### config.mk
export PLATFORM = sky130hd
export DESIGN_NAME = nand_badblock_scan
export DESIGN_NICKNAME = d
export VERILOG_FILES = /design/src/rtl/bbs_pkg.sv /design/src/rtl/bbs_bitmap.sv /design/src/rtl/bbs_scan_seq.sv /design/src/rtl/bbs_erase_gate.sv /design/src/rtl/nand_badblock_scan.sv
export SDC_FILE = /design/constraint.sdc
export NUM_CORES = 2
export LEC_CHECK = 0
export BUFFER_PORTS_ARGS = -buffer_cell sky130_fd_sc_hd__buf_2
export CAP_MARGIN = 10
export CELL_PAD_IN_SITES_DETAIL_PLACEMENT = 1
export CELL_PAD_IN_SITES_GLOBAL_PLACEMENT = 2
export CORE_MARGIN = 1.5
export CORE_UTILIZATION = 42
export CTS_CLUSTER_DIAMETER = 60
export CTS_CLUSTER_SIZE = 24
export DETAILED_ROUTE_END_ITERATION = 8
export HOLD_SLACK_MARGIN = 0.05
export PLACE_DENSITY_LB_ADDON = 0.1
export SLEW_MARGIN = 20
export SYNTH_ARGS = -nofsm -noshare
export SYNTH_HDL_FRONTEND = slang
export SYNTH_HIERARCHICAL = 1
export SYNTH_SLANG_ARGS = --single-unit
export TNS_END_PERCENT = 100
### constraint.sdc
create_clock -name clk -period 9.96 [get_ports clk]
set_input_delay 0.996 -clock clk [delete_from_list [all_inputs] [get_ports clk]]
set_output_delay 0.996 -clock clk [all_outputs]
set_load 0.005 [all_outputs]
### src/rtl/bbs_pkg.sv
package bbs_pkg;
  typedef enum logic {
    SCAN_IDLE = 1'b0,
    SCAN_WAIT = 1'b1
  } scan_st_e;
endpackage

### src/rtl/bbs_bitmap.sv
module bbs_bitmap #(
  parameter int DEPTH = 1024,
  localparam int AW = $clog2(DEPTH)
) (
  input  logic          clk,
  input  logic          we,
  input  logic [AW-1:0] wa,
  input  logic          wd,
  input  logic [AW-1:0] ra,
  output logic          rq
);
  logic mem [DEPTH];

  always_ff @(posedge clk) begin
    if (we) mem[wa] <= wd;
    rq <= mem[ra];
  end
endmodule

### src/rtl/bbs_scan_seq.sv
module bbs_scan_seq
  import bbs_pkg::*;
#(
  parameter int          NUM_BLOCKS      = 1024,
  parameter int          PAGES_PER_BLOCK = 32,
  parameter int          DATA_W          = 8,
  parameter int          CNT_W           = 11,
  parameter int          MIN_GOOD        = 1004,
  parameter logic [7:0]  ERASED_VAL      = 8'hFF,
  localparam int BLK_W = $clog2(NUM_BLOCKS),
  localparam int PG_W  = $clog2(PAGES_PER_BLOCK),
  localparam int ROW_W = BLK_W + PG_W
) (
  input  logic              clk,
  input  logic              rst,
  input  logic              start_i,
  input  logic              rd_valid_i,
  input  logic [DATA_W-1:0] rd_data_i,
  output logic              rd_req_o,
  output logic [ROW_W-1:0]  rd_row_o,
  output logic              busy_o,
  output logic              done_o,
  output logic              map_ok_o,
  output logic [CNT_W-1:0]  bad_cnt_o,
  output logic              cnt_err_o,
  output logic              blk0_err_o,
  output logic              map_we_o,
  output logic [BLK_W-1:0]  map_wa_o,
  output logic              map_wd_o
);
  localparam int BAD_LIMIT = NUM_BLOCKS - MIN_GOOD;

  scan_st_e           st_q;
  logic [BLK_W-1:0]   blk_q;
  logic               req_q, done_q, ok_q, cerr_q, b0_q;
  logic [CNT_W-1:0]   cnt_q;
  logic               take, bad, last;
  logic [CNT_W-1:0]   cnt_nxt;

  assign take    = (st_q == SCAN_WAIT) && rd_valid_i && !req_q;
  assign bad     = rd_data_i != DATA_W'(ERASED_VAL);
  assign last    = blk_q == BLK_W'(NUM_BLOCKS - 1);
  assign cnt_nxt = cnt_q + CNT_W'(bad);

  always_ff @(posedge clk) begin
    if (rst) begin
      st_q   <= SCAN_IDLE;
      blk_q  <= '0;
      req_q  <= 1'b0;
      done_q <= 1'b0;
      ok_q   <= 1'b0;
      cerr_q <= 1'b0;
      b0_q   <= 1'b0;
      cnt_q  <= '0;
    end else begin
      done_q <= 1'b0;
      req_q  <= 1'b0;
      case (st_q)
        SCAN_IDLE: begin
          if (start_i) begin
            st_q   <= SCAN_WAIT;
            blk_q  <= '0;
            req_q  <= 1'b1;
            cnt_q  <= '0;
            ok_q   <= 1'b0;
            cerr_q <= 1'b0;
            b0_q   <= 1'b0;
          end
        end
        SCAN_WAIT: begin
          if (take) begin
            cnt_q <= cnt_nxt;
            if (blk_q == '0) b0_q <= bad;
            if (last) begin
              st_q   <= SCAN_IDLE;
              done_q <= 1'b1;
              ok_q   <= 1'b1;
              cerr_q <= int'(cnt_nxt) > BAD_LIMIT;
            end else begin
              blk_q <= blk_q + 1'b1;
              req_q <= 1'b1;
            end
          end
        end
        default: st_q <= SCAN_IDLE;
      endcase
    end
  end

  assign rd_req_o   = req_q;
  assign rd_row_o   = {blk_q, {PG_W{1'b0}}};
  assign busy_o     = st_q == SCAN_WAIT;
  assign done_o     = done_q;
  assign map_ok_o   = ok_q;
  assign bad_cnt_o  = cnt_q;
  assign cnt_err_o  = cerr_q;
  assign blk0_err_o = b0_q;
  assign map_we_o   = take;
  assign map_wa_o   = blk_q;
  assign map_wd_o   = bad;


  done_pulse_chk: assert property (@(posedge clk) disable iff (rst)
    done_q |=> !done_q);

  done_idle_chk: assert property (@(posedge clk) disable iff (rst)
    done_q |-> st_q == SCAN_IDLE);

  req_in_scan_chk: assert property (@(posedge clk) disable iff (rst)
    req_q |-> st_q == SCAN_WAIT);

  req_single_chk: assert property (@(posedge clk) disable iff (rst)
    req_q |=> !req_q);

  cnt_mono_chk: assert property (@(posedge clk) disable iff (rst)
    (st_q == SCAN_WAIT && $past(st_q) == SCAN_WAIT) |-> cnt_q >= $past(cnt_q));

  restart_ignored_chk: assert property (@(posedge clk) disable iff (rst)
    (st_q == SCAN_WAIT && start_i && !(take && last)) |=> st_q == SCAN_WAIT);

  cerr_idle_chk: assert property (@(posedge clk) disable iff (rst)
    cerr_q |-> st_q == SCAN_IDLE);
endmodule

### src/rtl/bbs_erase_gate.sv
module bbs_erase_gate (
  input  logic clk,
  input  logic rst,
  input  logic er_req_i,
  input  logic busy_i,
  input  logic map_ok_i,
  input  logic bad_bit_i,
  output logic grant_o,
  output logic reject_o
);
  logic pend_q, allow_q;

  always_ff @(posedge clk) begin
    if (rst) begin
      pend_q  <= 1'b0;
      allow_q <= 1'b0;
    end else begin
      pend_q  <= er_req_i;
      allow_q <= map_ok_i && !busy_i;
    end
  end

  assign grant_o  = pend_q && allow_q && !bad_bit_i;
  assign reject_o = pend_q && !(allow_q && !bad_bit_i);


  one_answer_chk: assert property (@(posedge clk) disable iff (rst)
    er_req_i |=> (grant_o ^ reject_o));

  no_both_chk: assert property (@(posedge clk) disable iff (rst)
    !(grant_o && reject_o));

  busy_reject_chk: assert property (@(posedge clk) disable iff (rst)
    (er_req_i && busy_i) |=> reject_o);

  unmapped_reject_chk: assert property (@(posedge clk) disable iff (rst)
    (er_req_i && !map_ok_i) |=> reject_o);
endmodule

### src/rtl/nand_badblock_scan.sv
module nand_badblock_scan #(
  parameter int         NUM_BLOCKS      = 1024,
  parameter int         PAGES_PER_BLOCK = 32,
  parameter int         COL_W           = 10,
  parameter int         MARKER_COL      = 517,
  parameter int         DATA_W          = 8,
  parameter int         CNT_W           = 11,
  parameter int         MIN_GOOD        = 1004,
  parameter logic [7:0] ERASED_VAL      = 8'hFF,
  localparam int BLK_W = $clog2(NUM_BLOCKS),
  localparam int PG_W  = $clog2(PAGES_PER_BLOCK),
  localparam int ROW_W = BLK_W + PG_W
) (
  input  logic              clk,
  input  logic              rst,
  input  logic              scan_start,
  output logic              scan_busy,
  output logic              scan_done,
  output logic [CNT_W-1:0]  bad_count,
  output logic              count_err,
  output logic              blk0_err,
  output logic              rd_req,
  output logic [ROW_W-1:0]  rd_row,
  output logic [COL_W-1:0]  rd_col,
  input  logic              rd_valid,
  input  logic [DATA_W-1:0] rd_data,
  input  logic              er_req,
  input  logic [BLK_W-1:0]  er_blk,
  output logic              er_grant,
  output logic              er_reject
);
  logic             map_ok, map_we, map_wd, map_rq;
  logic [BLK_W-1:0] map_wa;

  assign rd_col = COL_W'(MARKER_COL);

  bbs_scan_seq #(
    .NUM_BLOCKS(NUM_BLOCKS), .PAGES_PER_BLOCK(PAGES_PER_BLOCK),
    .DATA_W(DATA_W), .CNT_W(CNT_W), .MIN_GOOD(MIN_GOOD),
    .ERASED_VAL(ERASED_VAL)
  ) u_seq (
    .clk(clk), .rst(rst), .start_i(scan_start),
    .rd_valid_i(rd_valid), .rd_data_i(rd_data),
    .rd_req_o(rd_req), .rd_row_o(rd_row),
    .busy_o(scan_busy), .done_o(scan_done), .map_ok_o(map_ok),
    .bad_cnt_o(bad_count), .cnt_err_o(count_err), .blk0_err_o(blk0_err),
    .map_we_o(map_we), .map_wa_o(map_wa), .map_wd_o(map_wd)
  );

  bbs_bitmap #(.DEPTH(NUM_BLOCKS)) u_map (
    .clk(clk), .we(map_we), .wa(map_wa), .wd(map_wd),
    .ra(er_blk), .rq(map_rq)
  );

  bbs_erase_gate u_gate (
    .clk(clk), .rst(rst), .er_req_i(er_req), .busy_i(scan_busy),
    .map_ok_i(map_ok), .bad_bit_i(map_rq),
    .grant_o(er_grant), .reject_o(er_reject)
  );
endmodule

==> impl_metrics.ini <==
[outcome]
status = complete, no violations

[sta]
slew_headroom_pct = 18.1
skew_ps = 34.4
fin_crit_ps = 4350
finalSetupViolCount = 0
fin_crit_sh_pct = 43.7
slew_violations = 0
worst_slew_pin_slew_ps = 1220
max_freq_mhz = 230
setup_ws_ps = 5610
fin_setup_tns_ps = 0
hold_viol_final = 0
rsz0062_at_grt = false

[drt]
drc = 0
num_vias = 28700
firstDrtPassIters = 5
wirelength_mm = 147
drtIter0Drc = 2889
ant_nets = 0
via_per_inst = 5.96
wl_per_cell_um = 30.6

[cells_and_area]
final_core_util_pct = 47.1
nNetsFinal = 3264
layout-drive-gt1-share_pct = 17.4
layout_commonest_cell = nor2_1
area_growth_pct = 10.8
final_cell_mix = nor2_1, edfxtp_1, mux4_2, mux2i_1, clkbuf_16
largest_register_ffs = 1024
finalInstanceArea_mm2 = 0.0515
top_register = u_map/mem

[critical_path]
arrival_ps = 4930
cp_slowest_cell = mux4_1
critical_path_class = primary input to flop
worstPathMaxFanout = 78
worst-path-buf-inv = 3
cp_cell_sequence = buf_8 > buf_12 > buf_4 > mux4_1 > mux4_2 > nand2b_1 > nand4_1 > and4_1 > nor4_1 > o2111ai_1
startpoint_type = primary input
crit_required_ps = 10540
critPathCaptureType = flop
max_stage_delay_ps = 650
crit_family = buffers and inverters

[run]
maxCapViolCount = 0

[cts]
clk_pin_slew_ps = 80
ctsResizeCount = 0
cts_setup_buffers = 0
htreeDepth = 3
cts.root.buffer_cell = clkbuf_16
cts_sinks = 1054
clock_latency_ps = 710
clockBufferDepth = 3
hold_buffers = 0
cts_buffers = 106
cts_tree = done

[floorplanning]
coreArea_mm2 = 0.109
die_area_mm2 = 0.113
die_y_um = 336
die_x_um = 336
start_util_pct = 42.5
io_pins = 66
rows = 121

[placement]
placedInstanceArea_mm2 = 0.0477
numPortBuffers = 50
dp_hpwl_mm = 74.6
gp_congestion = 0.758
dp_slack_ps = 4790

[synth]
synthCells = 3340
synth_ff_type = edfxtp_1
async_flop_share_pct = 0
ys_types = 74
synth_seq_cells = 1054
syn_area_per_cell_um2 = 13.9
yosysWarnings = 6
syn_area_mm2 = 0.0465
synth_seq_area_share_pct = 67.5
synth-edff-count = 1024

[worst_hold_path]
min_path_type = flop to flop

[pwr]
vdd_drop_max_mv = 0.128
finalPower_mw = 9.29
leakage_nw = 18.2
p_per_area_mw_per_mm2 = 180

[global_route]
grt_max_degree = 247
grt_pass1_wl_mm = 210
globalRoute.totalOverflow = 0
grt_pass1_vias = 29300
grt_use_total_pct = 26.2
antenna_found_initial = 1
[per-layer routing]
metal,track usage [%],wire [um],up-vias
li1,-,-,12100
met1,36.2,62500,15400
met2,44.0,72600,920
met3,3.08,8110,203
met4,6.88,3880,0
met5,0,0,-
[layout make-up]
cell class | instances | area (um^2)
antenna | 1 | 2.50
clock buffer | 113 | 2690
clock inverter | 88 | 1050
fill | 10800 | 57800
inverter | 16 | 60.1
multi-input combinational | 1941 | 13600
sequential | 1054 | 31400
tap | 1476 | 1850
timing repair buffer | 118 | 851
[tightest hold or removal path, delay by kind of cell, from the launching register on]
kind / cells / cell delay, ps
compound gates: 1 / 60
flops: 1 / 310
simple gates: 1 / 50
[Yosys cell counts (all sizes together) (6+ instances only)]
cell type	n	area (um^2)
nor2	1048	3930
edfxtp	1024	30700
mux4	214	4870
clkbuf	191	728
buf	150	971
mux2i	124	1240
nand2	96	360
a21oi	63	315
nand3	49	245
o221ai	49	429
nor3	40	200
dfxtp	30	601
o22ai	28	175
o21ai	25	125
nand4	18	128
a22oi	17	128
inv	14	52.6
nor2b	13	81.3
nand2b	12	75.1
nor3b	10	80.1
and3	9	56.3
and2	8	50.1
a31oi	7	43.8
o31ai	7	57.6
a2111oi	6	52.6
nor4	6	37.5
or4	6	48.8
[final timing paths]
kind | slack [ps] | to | start | cells after the start
hold reg to reg | 460 | u_seq/map_ok_o | u_seq/map_ok_o | 2
hold / removal | 460 | u_seq/map_ok_o | u_seq/map_ok_o | 2
setup reg to reg | 6260 | u_map/mem[371] | u_seq/busy_o | 6
setup / recovery | 5610 | u_map/rq | er_blk[0] | 10
[metrics by stage]
| step | hold WS (ps) | instances |
|---|---|---|
| floorplan | 431 | 3352 |
| global placement | 440 | 4605 |
| detailed placement | 458 | 4605 |
| CTS | 460 | 4806 |
| global route | 488 | 4806 |
| finish | 462 | 4807 |
[cells by family after synthesis]
logic type / synth area share (%)
buffers and inverters: 3.79
XOR/XNOR: 0.0377
other: 0.0242
AND/OR/NAND/NOR: 11.8
flip-flops: 67.5
multiplexers: 13.2
AO/OA/AOI/OAI: 3.57
adder cells (fa/ha/maj): 0.108
[power by group]
part           internal, mW  switching, mW
clock network          2.22           2.01
registers              4.79        0.00407
logic                0.0805          0.183
Power figures use the tool's default switching activity.
